**src/rtl/irqagg_pkg.sv**
```systemverilog
package irqagg_pkg;
   // Register offsets; each core's mask sits at base + STRIDE * core.
   localparam int OFF_STATUS  = 'h00;
   localparam int OFF_IRQ_MSK = 'h10;
   localparam int OFF_MC_MSK  = 'h18;
   localparam int OFF_HIGHEST = 'h20;
   localparam int OFF_STRIDE  = 4;

   typedef enum logic [1:0] {
      LINE_IRQ  = 2'd0,
      LINE_MCHK = 2'd1
   } line_kind_e;
endpackage

```
**src/rtl/irqagg_maskbank.sv**
```systemverilog
module irqagg_maskbank
   import irqagg_pkg::*;
#(
   parameter int NUM_SRC   = 32,
   parameter int NUM_CORES = 2,
   parameter int ADDR_W    = 8,
   parameter int DATA_W    = 32
) (
   input  logic                               clk,
   input  logic                               rst_n,
   input  logic [ADDR_W-1:0]                  addr_i,
   input  logic                               wr_en_i,
   input  logic [DATA_W-1:0]                  wdata_i,
   output logic [NUM_CORES-1:0][NUM_SRC-1:0]  irq_mask_o,
   output logic [NUM_CORES-1:0][NUM_SRC-1:0]  mc_mask_o
);
   for (genvar c = 0; c < NUM_CORES; c++) begin : g_core
      localparam logic [ADDR_W-1:0] IRQ_ADDR = ADDR_W'(OFF_IRQ_MSK + OFF_STRIDE * c);
      localparam logic [ADDR_W-1:0] MC_ADDR  = ADDR_W'(OFF_MC_MSK + OFF_STRIDE * c);

      logic irq_hit, mc_hit;
      assign irq_hit = wr_en_i && (addr_i == IRQ_ADDR);
      assign mc_hit  = wr_en_i && (addr_i == MC_ADDR);

      always_ff @(posedge clk or negedge rst_n) begin
         if (!rst_n) begin
            irq_mask_o[c] <= '0;
            mc_mask_o[c]  <= '0;
         end else begin
            if (irq_hit) irq_mask_o[c] <= wdata_i[NUM_SRC-1:0];
            if (mc_hit)  mc_mask_o[c]  <= wdata_i[NUM_SRC-1:0];
         end
      end
   end
endmodule

```
**src/rtl/irqagg_route.sv**
```systemverilog
module irqagg_route #(
   parameter int NUM_SRC   = 32,
   parameter int NUM_LINES = 4
) (
   input  logic                               clk,
   input  logic                               rst_n,
   input  logic [NUM_SRC-1:0]                 src_i,
   input  logic [NUM_LINES-1:0][NUM_SRC-1:0]  mask_i,
   output logic [NUM_LINES-1:0]               line_o
);
   for (genvar l = 0; l < NUM_LINES; l++) begin : g_line
      logic hit;
      assign hit = |(src_i & mask_i[l]);
      always_ff @(posedge clk or negedge rst_n) begin
         if (!rst_n) line_o[l] <= 1'b0;
         else        line_o[l] <= hit;
      end
   end
endmodule

```
**src/rtl/irqagg_prio.sv**
```systemverilog
module irqagg_prio #(
   parameter int NUM_SRC = 32,
   parameter int IDX_W   = (NUM_SRC > 1) ? $clog2(NUM_SRC) : 1
) (
   input  logic [NUM_SRC-1:0] req_i,
   output logic               any_o,
   output logic [IDX_W-1:0]   idx_o
);
   // Scan upward; the last set bit seen is the highest index.
   always_comb begin
      any_o = 1'b0;
      idx_o = '0;
      for (int i = 0; i < NUM_SRC; i++) begin
         if (req_i[i]) begin
            any_o = 1'b1;
            idx_o = IDX_W'(i);
         end
      end
   end
endmodule

```
**src/rtl/irqagg_top.sv**
```systemverilog
module irqagg_top
   import irqagg_pkg::*;
#(
   parameter int NUM_SRC   = 32,
   parameter int NUM_CORES = 2,
   parameter int ADDR_W    = 8,
   parameter int DATA_W    = 32
) (
   input  logic                  clk,
   input  logic                  rst_n,
   input  logic [NUM_SRC-1:0]    src_i,
   input  logic [ADDR_W-1:0]     addr_i,
   input  logic                  wr_en_i,
   input  logic [DATA_W-1:0]     wdata_i,
   output logic [DATA_W-1:0]     rd_data_o,
   output logic [NUM_CORES-1:0]  irq_o,
   output logic [NUM_CORES-1:0]  mchk_o
);
   localparam int IDX_W     = (NUM_SRC > 1) ? $clog2(NUM_SRC) : 1;
   localparam int NUM_LINES = 2 * NUM_CORES;

   if (NUM_SRC > DATA_W) begin : g_bad_src
      $error("NUM_SRC must fit in DATA_W");
   end
   if (IDX_W >= DATA_W - 1) begin : g_bad_idx
      $error("index field collides with the empty flag");
   end
   if (OFF_IRQ_MSK + OFF_STRIDE * NUM_CORES > OFF_MC_MSK) begin : g_bad_map
      $error("mask banks overlap for this NUM_CORES");
   end

   logic [NUM_CORES-1:0][NUM_SRC-1:0] irq_mask_q;
   logic [NUM_CORES-1:0][NUM_SRC-1:0] mc_mask_q;
   logic [NUM_LINES-1:0][NUM_SRC-1:0] line_mask;
   logic [NUM_LINES-1:0]              line_q;
   logic                              pend_any;
   logic [IDX_W-1:0]                  pend_idx;

   irqagg_maskbank #(
      .NUM_SRC(NUM_SRC), .NUM_CORES(NUM_CORES), .ADDR_W(ADDR_W), .DATA_W(DATA_W)
   ) u_maskbank (
      .clk(clk), .rst_n(rst_n), .addr_i(addr_i), .wr_en_i(wr_en_i),
      .wdata_i(wdata_i), .irq_mask_o(irq_mask_q), .mc_mask_o(mc_mask_q)
   );

   // Line order: interrupt lines first, then machine-check lines.
   always_comb begin
      for (int c = 0; c < NUM_CORES; c++) begin
         line_mask[int'(LINE_IRQ) * NUM_CORES + c]  = irq_mask_q[c];
         line_mask[int'(LINE_MCHK) * NUM_CORES + c] = mc_mask_q[c];
      end
   end

   irqagg_route #(.NUM_SRC(NUM_SRC), .NUM_LINES(NUM_LINES)) u_route (
      .clk(clk), .rst_n(rst_n), .src_i(src_i), .mask_i(line_mask), .line_o(line_q)
   );

   assign irq_o  = line_q[NUM_CORES-1:0];
   assign mchk_o = line_q[NUM_LINES-1:NUM_CORES];

   irqagg_prio #(.NUM_SRC(NUM_SRC), .IDX_W(IDX_W)) u_prio (
      .req_i(src_i & irq_mask_q[0]), .any_o(pend_any), .idx_o(pend_idx)
   );

   always_comb begin
      rd_data_o = '0;
      if (addr_i == ADDR_W'(OFF_STATUS)) rd_data_o = DATA_W'(src_i);
      if (addr_i == ADDR_W'(OFF_HIGHEST)) begin
         rd_data_o[DATA_W-1]  = !pend_any;
         rd_data_o[IDX_W-1:0] = pend_any ? pend_idx : '0;
      end
      for (int c = 0; c < NUM_CORES; c++) begin
         if (addr_i == ADDR_W'(OFF_IRQ_MSK + OFF_STRIDE * c)) rd_data_o = DATA_W'(irq_mask_q[c]);
         if (addr_i == ADDR_W'(OFF_MC_MSK + OFF_STRIDE * c))  rd_data_o = DATA_W'(mc_mask_q[c]);
      end
   end
endmodule

```
**config.mk**
```make
export PLATFORM = sky130hd
export DESIGN_NAME = irqagg_top
export DESIGN_NICKNAME = d
export VERILOG_FILES = /design/src/rtl/irqagg_pkg.sv /design/src/rtl/irqagg_maskbank.sv /design/src/rtl/irqagg_route.sv /design/src/rtl/irqagg_prio.sv /design/src/rtl/irqagg_top.sv
export SDC_FILE = /design/constraint.sdc
export NUM_CORES = 1
export LEC_CHECK = 0
export BUFFER_PORTS_ARGS = -buffer_cell sky130_fd_sc_hd__buf_2
export CORE_MARGIN = 2
export CORE_UTILIZATION = 63
export CTS_CLUSTER_DIAMETER = 120
export DETAILED_ROUTE_END_ITERATION = 8
export GPL_TIMING_DRIVEN = 0
export HOLD_SLACK_MARGIN = 0.02
export PLACE_DENSITY = 0.94
export SYNTH_ARGS = -nofsm -noshare
export SYNTH_HDL_FRONTEND = slang
export SYNTH_HIERARCHICAL = 1
export SYNTH_SLANG_ARGS = --single-unit
```
**constraint.sdc**
```tcl
create_clock -name clk -period 3.03 [get_ports clk]
set_input_delay 0 -clock clk [delete_from_list [all_inputs] [get_ports clk]]
set_output_delay 0 -clock clk [all_outputs]
set_load 0.01 [all_outputs]
```
==> metrics.md, run 1 <==
| Metric | Value |
|---|---|
| Outcome | `finished, final reports clean` |
| Synth Area in Adders | `0%` |
| WL/cell | `26.2 um` |
| I/O Buffers | `110` |
| Synth area leaders | `dfrtp_1 41%, mux2_2 9.8%, mux2_1 9.1%, a22oi_1 6.3%, mux2i_1 3.2%` |
| P per Cell Area | `about 470 mW/mm2` |
| Post-Syn Area | `roughly 0.008 mm2` |
| Antenna-violating nets left | `0` |
| Die Height | `117 um` |
| Clk root buf | `clkbuf_16` |
| Critical path data required time | `3.03 ns` |
| Register bit count reported by yosys | `around 130` |
| Ys Warns | `6` |
| Register area share after synthesis | `41.1%` |
| N_diodes | `0` |
| Tot Pwr | `4620 uW` |
| First-pass GRT wire length | `43500 um` |
| Critical Setup Path Class | `flip-flop to output port` |
| Max VDD drop | `0.000498 V` |
| Hold slack | `around 0.056 ns` |
| FP Rows | `41` |
| Slew headroom | `a little over two fifths` |
| Initial Utilization | `between 60% and 70%` |
| Setup_tns | `0 ns` |
| Layout cells sized above 1 | `31.4%` |
| Die Width | `117 um` |
| Fin crit period | `between 2 and 3 ns` |
| Leak | `0.00466 uW` |
| Fraction of synthesized area in multiplexers | `roughly 22%` |
| Crit Path Max Fanout | `5` |
| Fill count | `818` |
| Final Hold Viols | `0` |
| Synth Area in XOR/XNOR | `0%` |
| I/O pin cnt | `111` |
| Clk buf depth | `2` |
| GP Congestion | `1.04` |
| Routed vias | `roughly 7800` |
| Final-stage net count | `993` |
| Design area | `0.00980 mm2` |
| Total CTS buffers | `17` |
| Detailed Routing Iterations Pass 1 | `7` |
| DP Area | `0.00883 mm2` |
| GRT Total Usage | `a little over two fifths` |
| Post-synth top area share | `between 40% and 50%` |
| Number of H-tree levels | `4` |
| Largest net degree at the start of global routing | `86` |
| Yosys top cell by area | `dfrtp_1` |
| Cells after Synth | `approximately 750` |
| Final slew viol count | `0` |
| DRC errors left | `0` |
| Crit end category | `output port` |
| Worst-Skew Late Latency | `0.43 ns` |
| Period utilization | `98.1%` |
| Main flop type after synthesis | `dfrtp_1` |
| Via/cell ratio | `7.04` |
| Die ar. | `about 0.014 mm2` |
| Wirelength, routed | `28900 um` |
| Endpoints failing setup | `0` |
| Synth Area in Compound Gates | `17.6%` |
| Reg2reg setup slack | `1.33 ns` |
| Avg Synthesized Cell Area | `10.7 um2` |
| Core Util, Final | `78.3%` |
| EDFF count, synth | `0` |
| Simple-gate share of the synthesized area | `13.3%` |
| Most common cell in the synthesized netlist | `dfrtp_1` |
| Maxcap violations | `0` |
| Worst path arrival time | `about 3.0 ns` |
| Fraction of registers with async set/reset | `100%` |
| Grt total ovfl | `0` |
| Clock-pin slew on the worst setup and hold paths | `0.06 ns` |
| Worst slew pin tran | `about 0.85 ns` |
| Detailed placement HPWL | `19900 um` |
| Largest family of logic cells by synthesized area | `multiplexers` |
| DRT iter0 DRCs | `between 1000 and 1500` |
| Area grow syn2layout | `22.0%` |
| Synth Net Count | `between 800 and 900` |
| Skew final | `roughly 0.0086 ns` |
| Synth cell count leaders | `132 x dfrtp_1, 70 x mux2_2, 67 x a22oi_1, 65 x mux2_1` |
| RSZ-0062 raised after global routing | `false` |
| Library cells used by synthesis | `56` |
| CTS tree | `built` |
| Hold WC Path Type | `input pin to flip-flop` |
| Initial antenna violation count | `0` |
| Max Fclk | `336 MHz` |
| Core ar. | `0.0125 mm2` |
| Vias in the first global route | `7716` |
| # clock sinks | `132` |
| Startpoint Class | `flip-flop` |
## cells by family after synthesis
group,after synthesis
buffers and inverters,75
AOI/OAI and AO/OA,184
DFF,132
muxes,161
and+or+nand+nor,200
## critical path: stages (launching register included)
cell	delay (ns)
dfrtp_2	0.45
and2_4	0.19
nor4_4	0.29
and3_4	0.23
nand3_2	0.09
or4_4	0.51
and4b_2	0.30
a21oi_2	0.18
o32ai_1	0.12
buf_2	0.17
## state kept, by name, summed over array words and instances, names as in the netlist
register               cells
u_maskbank/irq_mask_o     64
u_maskbank/mc_mask_o      64
u_route/line_o             4
## layout make-up
type                    instances  area, um2  share of cell area (%)
flip-flops and latches        132       3310                    33.7
clock buffers                  19        443                    4.52
inverters                      31        116                    1.19
multi-input cells             545       4330                    44.1
clock inverters                12        108                    1.10
repair buffers                147        937                    9.56
well taps                     172        215                    2.20
plain buffers                  44        348                    3.55
## through the flow
stage / worst slack, ns / cells
after floorplan: 0.883 / 752
after global placement: 0.306 / 1034
after detailed placement: 0.428 / 1035
after CTS: 0.0192 / 1101
after global routing: 0.00917 / 1102
final: 0.0572 / 1102
## power by group
part	switching (uW)	internal [uW]	total, uW	leakage [uW]
logic	414	308	721	0.00259
registers	104	1870	1970	0.00181
clock network	788	1140	1930	0.000265
## layer usage
metal | vias to the layer above | routed length (um) | share of wire (%) | global-route usage [%]
met5 | - | 0 | 0 | 0
met3 | 197 | 3560 | 12 | 11.5
met2 | 708 | 12700 | 44 | 67.3
met1 | 3657 | 10700 | 37 | 56.3
li1 | 3200 | - | - | -
met4 | 0 | 1930 | 6.7 | 24.7
## path summary, 6_finish.rpt
kind	startpoint	end	cells past startpoint
max in group asynchronous	rst_n	u_maskbank/irq_mask_o[39]	3
min in group asynchronous	rst_n	u_maskbank/mc_mask_o[22]	2
worst max-delay path	u_maskbank/irq_mask_o[24]	rd_data_o[1]	9
worst min register to register	u_maskbank/mc_mask_o[10]	u_maskbank/mc_mask_o[10]	1
worst min-delay path	src_i[24]	u_route/line_o[3]	4
worst max register to register	u_maskbank/mc_mask_o[39]	u_route/line_o[3]	3
## cell usage in the layout (no fill, tap or decap), types with 3 or more instances in the layout
master         synthesis  layout
o22ai_1               11      11
dfrtp_1              132     129
mux2_1                65      65
or4_4                  1       3
buf_12                 4       4
clkinv_4               0       3
dlygate4sd3_1          0      33
nor4_4                 0       3
buf_4                  3       6
o21ai_0               34      34
buf_6                  9      10
clkbuf_1               8       9
and2_1                32      29
and2_4                 0       3
a21oi_2                0       4
or3_1                  3       3
clkinv_2               0       4
a22oi_1               67      67
nand2_1               52      52
buf_1                  4       4
clkbuf_16              0      17
a222oi_1              24      24
nand3_1                4       4
nor4_1                 4       4
a21oi_1               12       8
mux2_2                70      70
buf_2                 14     123
nand4_1               17      17
nor2_1                52      52
mux2i_1               26      26
inv_1                 31      31
o22ai_2               18      18
clkinvlp_4             0       3
or4_1                  7       5
nor3_1                 8       8
dfrtp_2                0       3
## repair_timing
item | in CTS | in global routing
endpoints found under the hold margin | 260 | 0
endpoints found under the setup margin | 5 | 6
pin swaps | 2 | 1
setup buffers | 2 | 1
hold buffers | 33 | 0
cloned | 0 | 0
resized for setup | 3 | 17
Note: power is estimated with default switching activity, not from simulation.
==> run 2: changes to the inputs <==
--- a/config.mk
+++ b/config.mk
@@ -12,7 +12,7 @@
 export DETAILED_ROUTE_END_ITERATION = 8
 export GPL_TIMING_DRIVEN = 0
 export HOLD_SLACK_MARGIN = 0.02
-export PLACE_DENSITY = 0.94
+export PLACE_DENSITY_LB_ADDON = 0.15
 export SYNTH_ARGS = -nofsm -noshare
 export SYNTH_HDL_FRONTEND = slang
 export SYNTH_HIERARCHICAL = 1
==> run 2 against run 1 <==
- via count is 3.4% higher
- die area stayed put
- cell area is 1.1% higher
- total power is 8.8% higher
- sequential power hardly changed
- register-to-register slack worse by 0.19 ns
- critical path type unchanged
- first-iteration DRC count is 0.71% higher
- combinational power is 3% higher
- critical endpoint unchanged
- non-clock buffer count is 3 higher
- clock power is 20% higher
- sequential share of layout area is 0.37 points lower
- worst setup slack worse by 0.033 ns
==> metrics.md, run 2 (synthesis results as in run 1) <==
| Metric | Value |
|---|---|
| WL/cell | `approximately 30 um` |
| Max incr delay on CP | `0.52 ns` |
| Vias in the first global route | `7806` |
| RSZ-0062 raised after global routing | `false` |
| Routed vias | `roughly 8000` |
| Crit end category | `output port` |
| Area grow syn2layout | `23.4%` |
| Setup_tns | `0 ns` |
| Total CTS buffers | `17` |
| Initial Utilization | `64.2%` |
| Slew headroom | `between 20% and 30%` |
| Period utilization | `between 90 and 100%` |
| Detailed placement HPWL | `21800 um` |
| Core ar. | `0.0125 mm2` |
| Antenna-violating nets left | `0` |
| FP Rows | `41` |
| CP Cell Sequence | `and2_4 -> nor4_4 -> and3_1 -> nand3_2 -> or4_4 -> and4b_2 -> a21oi_1 -> o32ai_1 -> buf_2` |
| Power share of the clock group | `45.9%` |
| Grt total ovfl | `0` |
| Critical path data required time | `3.03 ns` |
| Largest net degree at the start of global routing | `86` |
| Fin crit period | `3.01 ns` |
| Clk buf depth | `2` |
| Worst-Skew Late Latency | `0.43 ns` |
| I/O pin cnt | `111` |
| Int Pwr | `3650 uW` |
| CTS tree | `built` |
| Sw Share | `27.3%` |
| Number of H-tree levels | `4` |
| Die Height | `between 100 and 150 um` |
| P per Cell Area | `507 mW/mm2` |
| Outcome | `finished, final reports clean` |
| CP max stage cell | `or4_4` |
| Design area | `0.00991 mm2` |
| Layout cells sized above 1 | `between 30% and 40%` |
| Max Fclk | `333 MHz` |
| Detailed Routing Iterations Pass 1 | `9` |
| Startpoint Class | `flip-flop` |
| N_diodes | `0` |
| GRT Total Usage | `47.3%` |
| Comb pwr share | `between 10% and 20%` |
| Die ar. | `0.0137 mm2` |
| Via/cell ratio | `7.25` |
| # clock sinks | `132` |
| Buffers & Inverters on Critical Path | `1` |
| Worst path arrival time | `3.01 ns` |
| Final slew viol count | `0` |
| First-pass GRT wire length | `around 46000 um` |
| Clock-pin slew on the worst setup and hold paths | `0.06 ns` |
| Final-stage net count | `996` |
| Reg power frac | `39.3%` |
| Skew final | `about 0.016 ns` |
| Maxcap violations | `0` |
| Critical Setup Path Class | `flip-flop to output port` |
| CP delay by family, top | `simple AND/OR/NAND/NOR gates` |
| Commonest non-fill, non-tap cell in the layout | `dfrtp_1` |
| Regs by FF count | `u_maskbank/irq_mask_o: 64 flops, u_maskbank/mc_mask_o: 64 flops, u_route/line_o: 4 flops` |
| Clk root buf | `clkbuf_16` |
| DP Area | `approximately 0.0088 mm2` |
| GP Congestion | `1.05` |
| Initial antenna violation count | `0` |
| Leading cell types in the layout, fill and taps excluded | `130 x dfrtp_1, 123 x buf_2, 70 x mux2_2, 67 x a22oi_1, 65 x mux2_1` |
| Worst slew pin tran | `approximately 1.1 ns` |
| Final Hold Viols | `0` |
| Hold WC Path Type | `input pin to flip-flop` |
| DRC errors left | `0` |
| DRT iter0 DRCs | `1415` |
| Leak | `0.00471 uW` |
| Die Width | `117 um` |
| Wirelength, routed | `32300 um` |
| Endpoints failing setup | `0` |
| Net switching power | `1370 uW` |
| Max VDD drop | `0.000530 V` |
| I/O Buffers | `110` |
| Crit Path Max Fanout | `5` |
-- run 2: cell types whose count changed in the layout (fill, tap and decap cells not counted) --
cell / before / now
dfrtp_2: 3 / 2
clkinv_2: 4 / 3
clkinv_4: 3 / 1
and3_4: 1 / 0
and2_4: 3 / 2
buf_4: 6 / 7
a21oi_1: 8 / 11
bufinv_16: 1 / 5
dlygate4sd3_1: 33 / 35
and3_1: 1 / 2
and2_2: 0 / 1
a21oi_2: 4 / 1
dfrtp_1: 129 / 130
-- run 2: path summary, 6_finish.rpt --
| check | startpoint | to | slack (ns) | depth (start not counted) |
|---|---|---|---|---|
| max in group asynchronous | rst_n | u_maskbank/irq_mask_o[28] | 2.17 | 3 |
| min reg2reg | u_maskbank/mc_mask_o[12] | u_maskbank/mc_mask_o[12] | 0.53 | 1 |
| min | src_i[20] | u_route/line_o[2] | 0.05 | 4 |
| max reg2reg | u_maskbank/mc_mask_o[27] | u_route/line_o[2] | 1.14 | 4 |
| max | u_maskbank/irq_mask_o[25] | rd_data_o[1] | 0.02 | 9 |
| min in group asynchronous | rst_n | u_maskbank/mc_mask_o[42] | 0.07 | 2 |
-- run 2: worst register-to-register path, cell delays in order, from the launching register on --
cell           delay, ns
dfrtp_1             0.47
a22oi_1             0.19
dlygate4sd3_1       0.59
nand4_1             0.07
or4_1               0.42
-- run 2: per-layer routing --
metal	vias to the layer above	wire length, um	track usage (%)
met5	-	0	0
met4	0	1760	25.5
met3	180	4200	17.9
met2	758	14400	72.7
met1	3893	11900	57.9
li1	3193	-	-
-- run 2: repair_timing --
action,CTS,global route
resized for setup,3,9
setup buffers,2,2
hold endpoints to repair,261,0
pin swaps,2,2
endpoints found under the setup margin,6,6
hold buffers,35,0
-- run 2: layout make-up --
type                            instances  area (um2)
Timing Repair Buffer                  150         965
Tap cell                              172         215
Clock inverter                         13         205
Multi-Input combinational cell        545        4310
Sequential cell                       132        3310
Buffer                                 44         348
Fill cell                             746        2610
Clock buffer                           19         443
Inverter                               31         116
-- run 2: power groups by stage --
stage               clock network, uW  registers (uW)  logic (uW)
floorplan                           0            1960         340
detailed placement                  0            2000         640
global route                     2380            1980         776
global placement                    0            1990         613
CTS                              2290            1970         694
finish                           2310            1980         740
-- run 2: per-stage QoR --
step                      util (%)  instances  hold slack (ns)  total power, uW  setup WS, ns
after floorplan                  -        752           -0.296             2300         0.883
after global placement        70.3       1034            0.250             2600         0.359
after detailed placement      70.6       1035          -0.0363             2640         0.373
after CTS                     78.7       1104           0.0226             4950        0.0207
after global routing          79.1       1106           0.0506             5140       0.00567
final                         79.1       1106           0.0524             5030        0.0245
==> run 3: changes to the inputs <==
--- a/config.mk
+++ b/config.mk
@@ -5,6 +5,7 @@
 export SDC_FILE = /design/constraint.sdc
 export NUM_CORES = 1
 export LEC_CHECK = 0
+export ABC_AREA = 1
 export BUFFER_PORTS_ARGS = -buffer_cell sky130_fd_sc_hd__buf_2
 export CORE_MARGIN = 2
 export CORE_UTILIZATION = 63
==> run 3 against run 2 <==
- the flow now finishes with violations (negative setup slack)
- die area rose by 5.8%
- first-iteration DRC count fell by 16%
- total power fell by 9.9%
- global-route usage decreased by 5.9 points
- critical path depth increased by 30
- non-clock buffer count rose by 14
- clock skew shrank 0.011 ns
- final cell count is 53% higher
- hold slack gained 0.043 ns
- sequential power down 2%
- maximum frequency shrank 1.0%
- critical path type unchanged
- largest power group is now registers
==> metrics.md, run 3 <==
| Metric | Value |
|---|---|
| Worst slew pin tran | `between 0.7 and 0.8 ns` |
| Comb pwr share | `15.2%` |
| Crit Reg-Reg Endpoint | `u_route/line_o[2]` |
| Slew headroom | `51.3%` |
| Grt total ovfl | `0` |
| Max VDD drop | `0.000363 V` |
| Detailed Routing Iterations Pass 1 | `6` |
| Reg2reg setup slack | `between 1.5 and 2 ns` |
| Met3 Track Usage GR | `roughly 11%` |
| Leak | `0.00612 uW` |
| # clock sinks | `132` |
| First-pass GRT wire length | `around 46000 um` |
| Design area | `0.0102 mm2` |
| Initial Utilization | `64.3%` |
| Startpoint Class | `flip-flop` |
| RR Startpoint | `u_maskbank/mc_mask_o[9]` |
| Met1 Resource Use GR | `55.8%` |
| Clk buf depth | `2` |
| Yosys top cell by area | `dfrtp_1` |
| Commonest non-fill, non-tap cell in the layout | `nand2_1` |
| Sw Share | `28.2%` |
| Library cells used by synthesis | `30` |
| Total CTS buffers | `17` |
| Worst path arrival time | `3.04 ns` |
| Crit end category | `output port` |
| Setup_tns | `-0.00731 ns` |
| Synth area leaders | `dfrtp_1 39%, nand2_1 29%, nand3_1 13%, inv_1 3.4%, nor2_1 3.4%` |
| N_diodes | `0` |
| Initial antenna violation count | `0` |
| Vias in the first global route | `~8900` |
| Most Frequent Cell on Critical Path | `nand2_1` |
| Maxcap violations | `0` |
| RSZ-0062 raised after global routing | `true` |
| Fraction of registers with async set/reset | `100%` |
| Hold slack | `roughly 0.095 ns` |
| Most common cell in the synthesized netlist | `nand2_1` |
| Area grow syn2layout | `19.9%` |
| Antenna-violating nets left | `0` |
| Cells on worst reg2reg path | `6` |
| Critical path data required time | `3.03 ns` |
| Clk root buf | `clkbuf_16` |
| Die Width | `about 120 um` |
| Cells after Synth | `1339` |
| GRT Total Usage | `41.3%` |
| P per Cell Area | `444 mW/mm2` |
| Worst setup margin | `-0.00731 ns` |
| Core ar. | `0.0132 mm2` |
| Final slew viol count | `0` |
| Fill count | `1133` |
| DP Area | `0.00932 mm2` |
| Synth Net Count | `1414` |
| Int Pwr | `approximately 3300 uW` |
| Net switching power | `1280 uW` |
| Max incr delay on CP | `0.41 ns` |
| Register area share after synthesis | `38.8%` |
| Synth cell count leaders | `667 x nand2_1, 226 x nand3_1, 132 x dfrtp_1, 78 x inv_1, 78 x nor2_1` |
| Regs by FF count | `u_maskbank/irq_mask_o: 64 flops, u_maskbank/mc_mask_o: 64 flops, u_route/line_o: 4 flops` |
| I/O pin cnt | `111` |
| Post-synth top area share | `38.8%` |
| EDFF count, synth | `0` |
| Routed vias | `9700` |
| Ys Warns | `6` |
| Fin crit period | `3.04 ns` |
| Die Height | `120 um` |
| Grt peak-use layer | `met2` |
| Crit Path Max Fanout | `4` |
| Leading cell types in the layout, fill and taps excluded | `664 x nand2_1, 226 x nand3_1, 144 x buf_2, 132 x dfrtp_1` |
| FP Rows | `42` |
| Avg Synthesized Cell Area | `6.36 um2` |
| CP max stage cell | `dfrtp_1` |
| Layout cells sized above 1 | `15.0%` |
| Reg power frac | `42.9%` |
| Endpoints failing setup | `1` |
| Die ar. | `0.0145 mm2` |
| Wirelength, routed | `29400 um` |
| Post-Syn Area | `0.00851 mm2` |
| Period utilization | `100%` |
| Power share of the clock group | `between 40% and 50%` |
| Detailed placement HPWL | `20500 um` |
| Register bit count reported by yosys | `132` |
| DRT iter0 DRCs | `approximately 1200` |
| Largest net degree at the start of global routing | `just under 80` |
| Clock-pin slew on the worst setup and hold paths | `about 0.06 ns` |
| CTS tree | `built` |
| Hold WC Path Type | `input pin to async pin` |
| Final-stage net count | `1580` |
| WL/cell | `17.4 um` |
| Number of H-tree levels | `4` |
| GP Congestion | `0.985` |
| Worst-Skew Late Latency | `0.42 ns` |
| Via/cell ratio | `5.73` |
| Max Fclk | `329 MHz` |
| Skew final | `~0.0046 ns` |
| Critical Setup Path Class | `flip-flop to output port` |
| Outcome | `finished, violations left` |
| Met2 Use GR | `63.2%` |
| DRC errors left | `0` |
| I/O Buffers | `110` |
| Final Hold Viols | `0` |
| Main flop type after synthesis | `dfrtp_1` |
| Violated checks | `negative setup slack` |
run 3: per-layer routing:
metal / up-vias / routed length (um)
met5: - / 0
met4: 0 / 1170
met3: 97 / 3830
li1: 4517 / -
met1: 4402 / 11300
met2: 684 / 13100
run 3: cell families (layout without fill, tap and decap cells):
family                 after synthesis  count (layout)  share of synthesized area [%]
flip-flops                         132             132                           38.8
AND/OR/NAND/NOR                   1023            1023                           50.8
buffers and inverters              179             356                           9.99
AO/OA/AOI/OAI                        5               5                          0.367
run 3: what timing repair did:
| item | in CTS | in global routing |
|---|---|---|
| hold buffers | 33 | 0 |
| endpoints found under the hold margin | 185 | 0 |
| buffers inserted | 1 | 2 |
| endpoints found under the setup margin | 1 | 1 |
| resized for setup | 1 | 4 |
| pin swaps | 0 | 6 |
run 3: critical path, delay by kind of cell, from the launching register on:
kind / cells / cell delay (ns)
buf+inv: 3 / 0.24
flops: 1 / 0.41
simple gates: 36 / 1.98
run 3: area by class of cell:
cell class              count  area [um2]  share of cell area, %
multi-input cells        1028        4370                   42.8
clock inverters             6        55.1                  0.539
well taps                 176         220                   2.16
plain buffers              61         393                   3.85
clock buffers              24         472                   4.62
inverters                 118         458                   4.49
repair buffers            147         937                   9.18
flip-flops and latches    132        3300                   32.4
run 3: power groups by stage:
| stage | Clock, uW | Combinational, uW | Sequential (uW) |
|---|---|---|---|
| 2_1_floorplan | 0 | 326 | 1970 |
| 3_3_place_gp | 0 | 611 | 1970 |
| 3_5_place_dp | 0 | 627 | 1970 |
| 4_1_cts | 1890 | 664 | 1940 |
| 5_1_grt | 1980 | 757 | 1950 |
| 6_report | 1900 | 687 | 1940 |
run 3: how the worst max path moves through the flow:
stage	from	to	cells past startpoint
6_report	u_maskbank/irq_mask_o[1]	rd_data_o[0]	39
5_1_grt	u_maskbank/irq_mask_o[1]	rd_data_o[0]	39
4_1_cts	u_maskbank/irq_mask_o[1]	rd_data_o[0]	39
3_5_place_dp	u_maskbank/irq_mask_o[2]	rd_data_o[0]	40
3_3_place_gp	rst_n	u_maskbank/mc_mask_o[41]	1
2_1_floorplan	u_maskbank/irq_mask_o[2]	rd_data_o[0]	39
run 3: stage by stage:
step / worst slack, ns / utilization [%] / std cells / total power [uW]
after CTS: 0.0261 / 76.9 / 1690 / 4500
final: -0.00731 / 77.1 / 1692 / 4530
after floorplan: 0.886 / - / 1339 / 2290
after global routing: -0.492 / 77.1 / 1692 / 4690
after detailed placement: 0.460 / 70.4 / 1626 / 2600
after global placement: 0.120 / 70.1 / 1625 / 2580
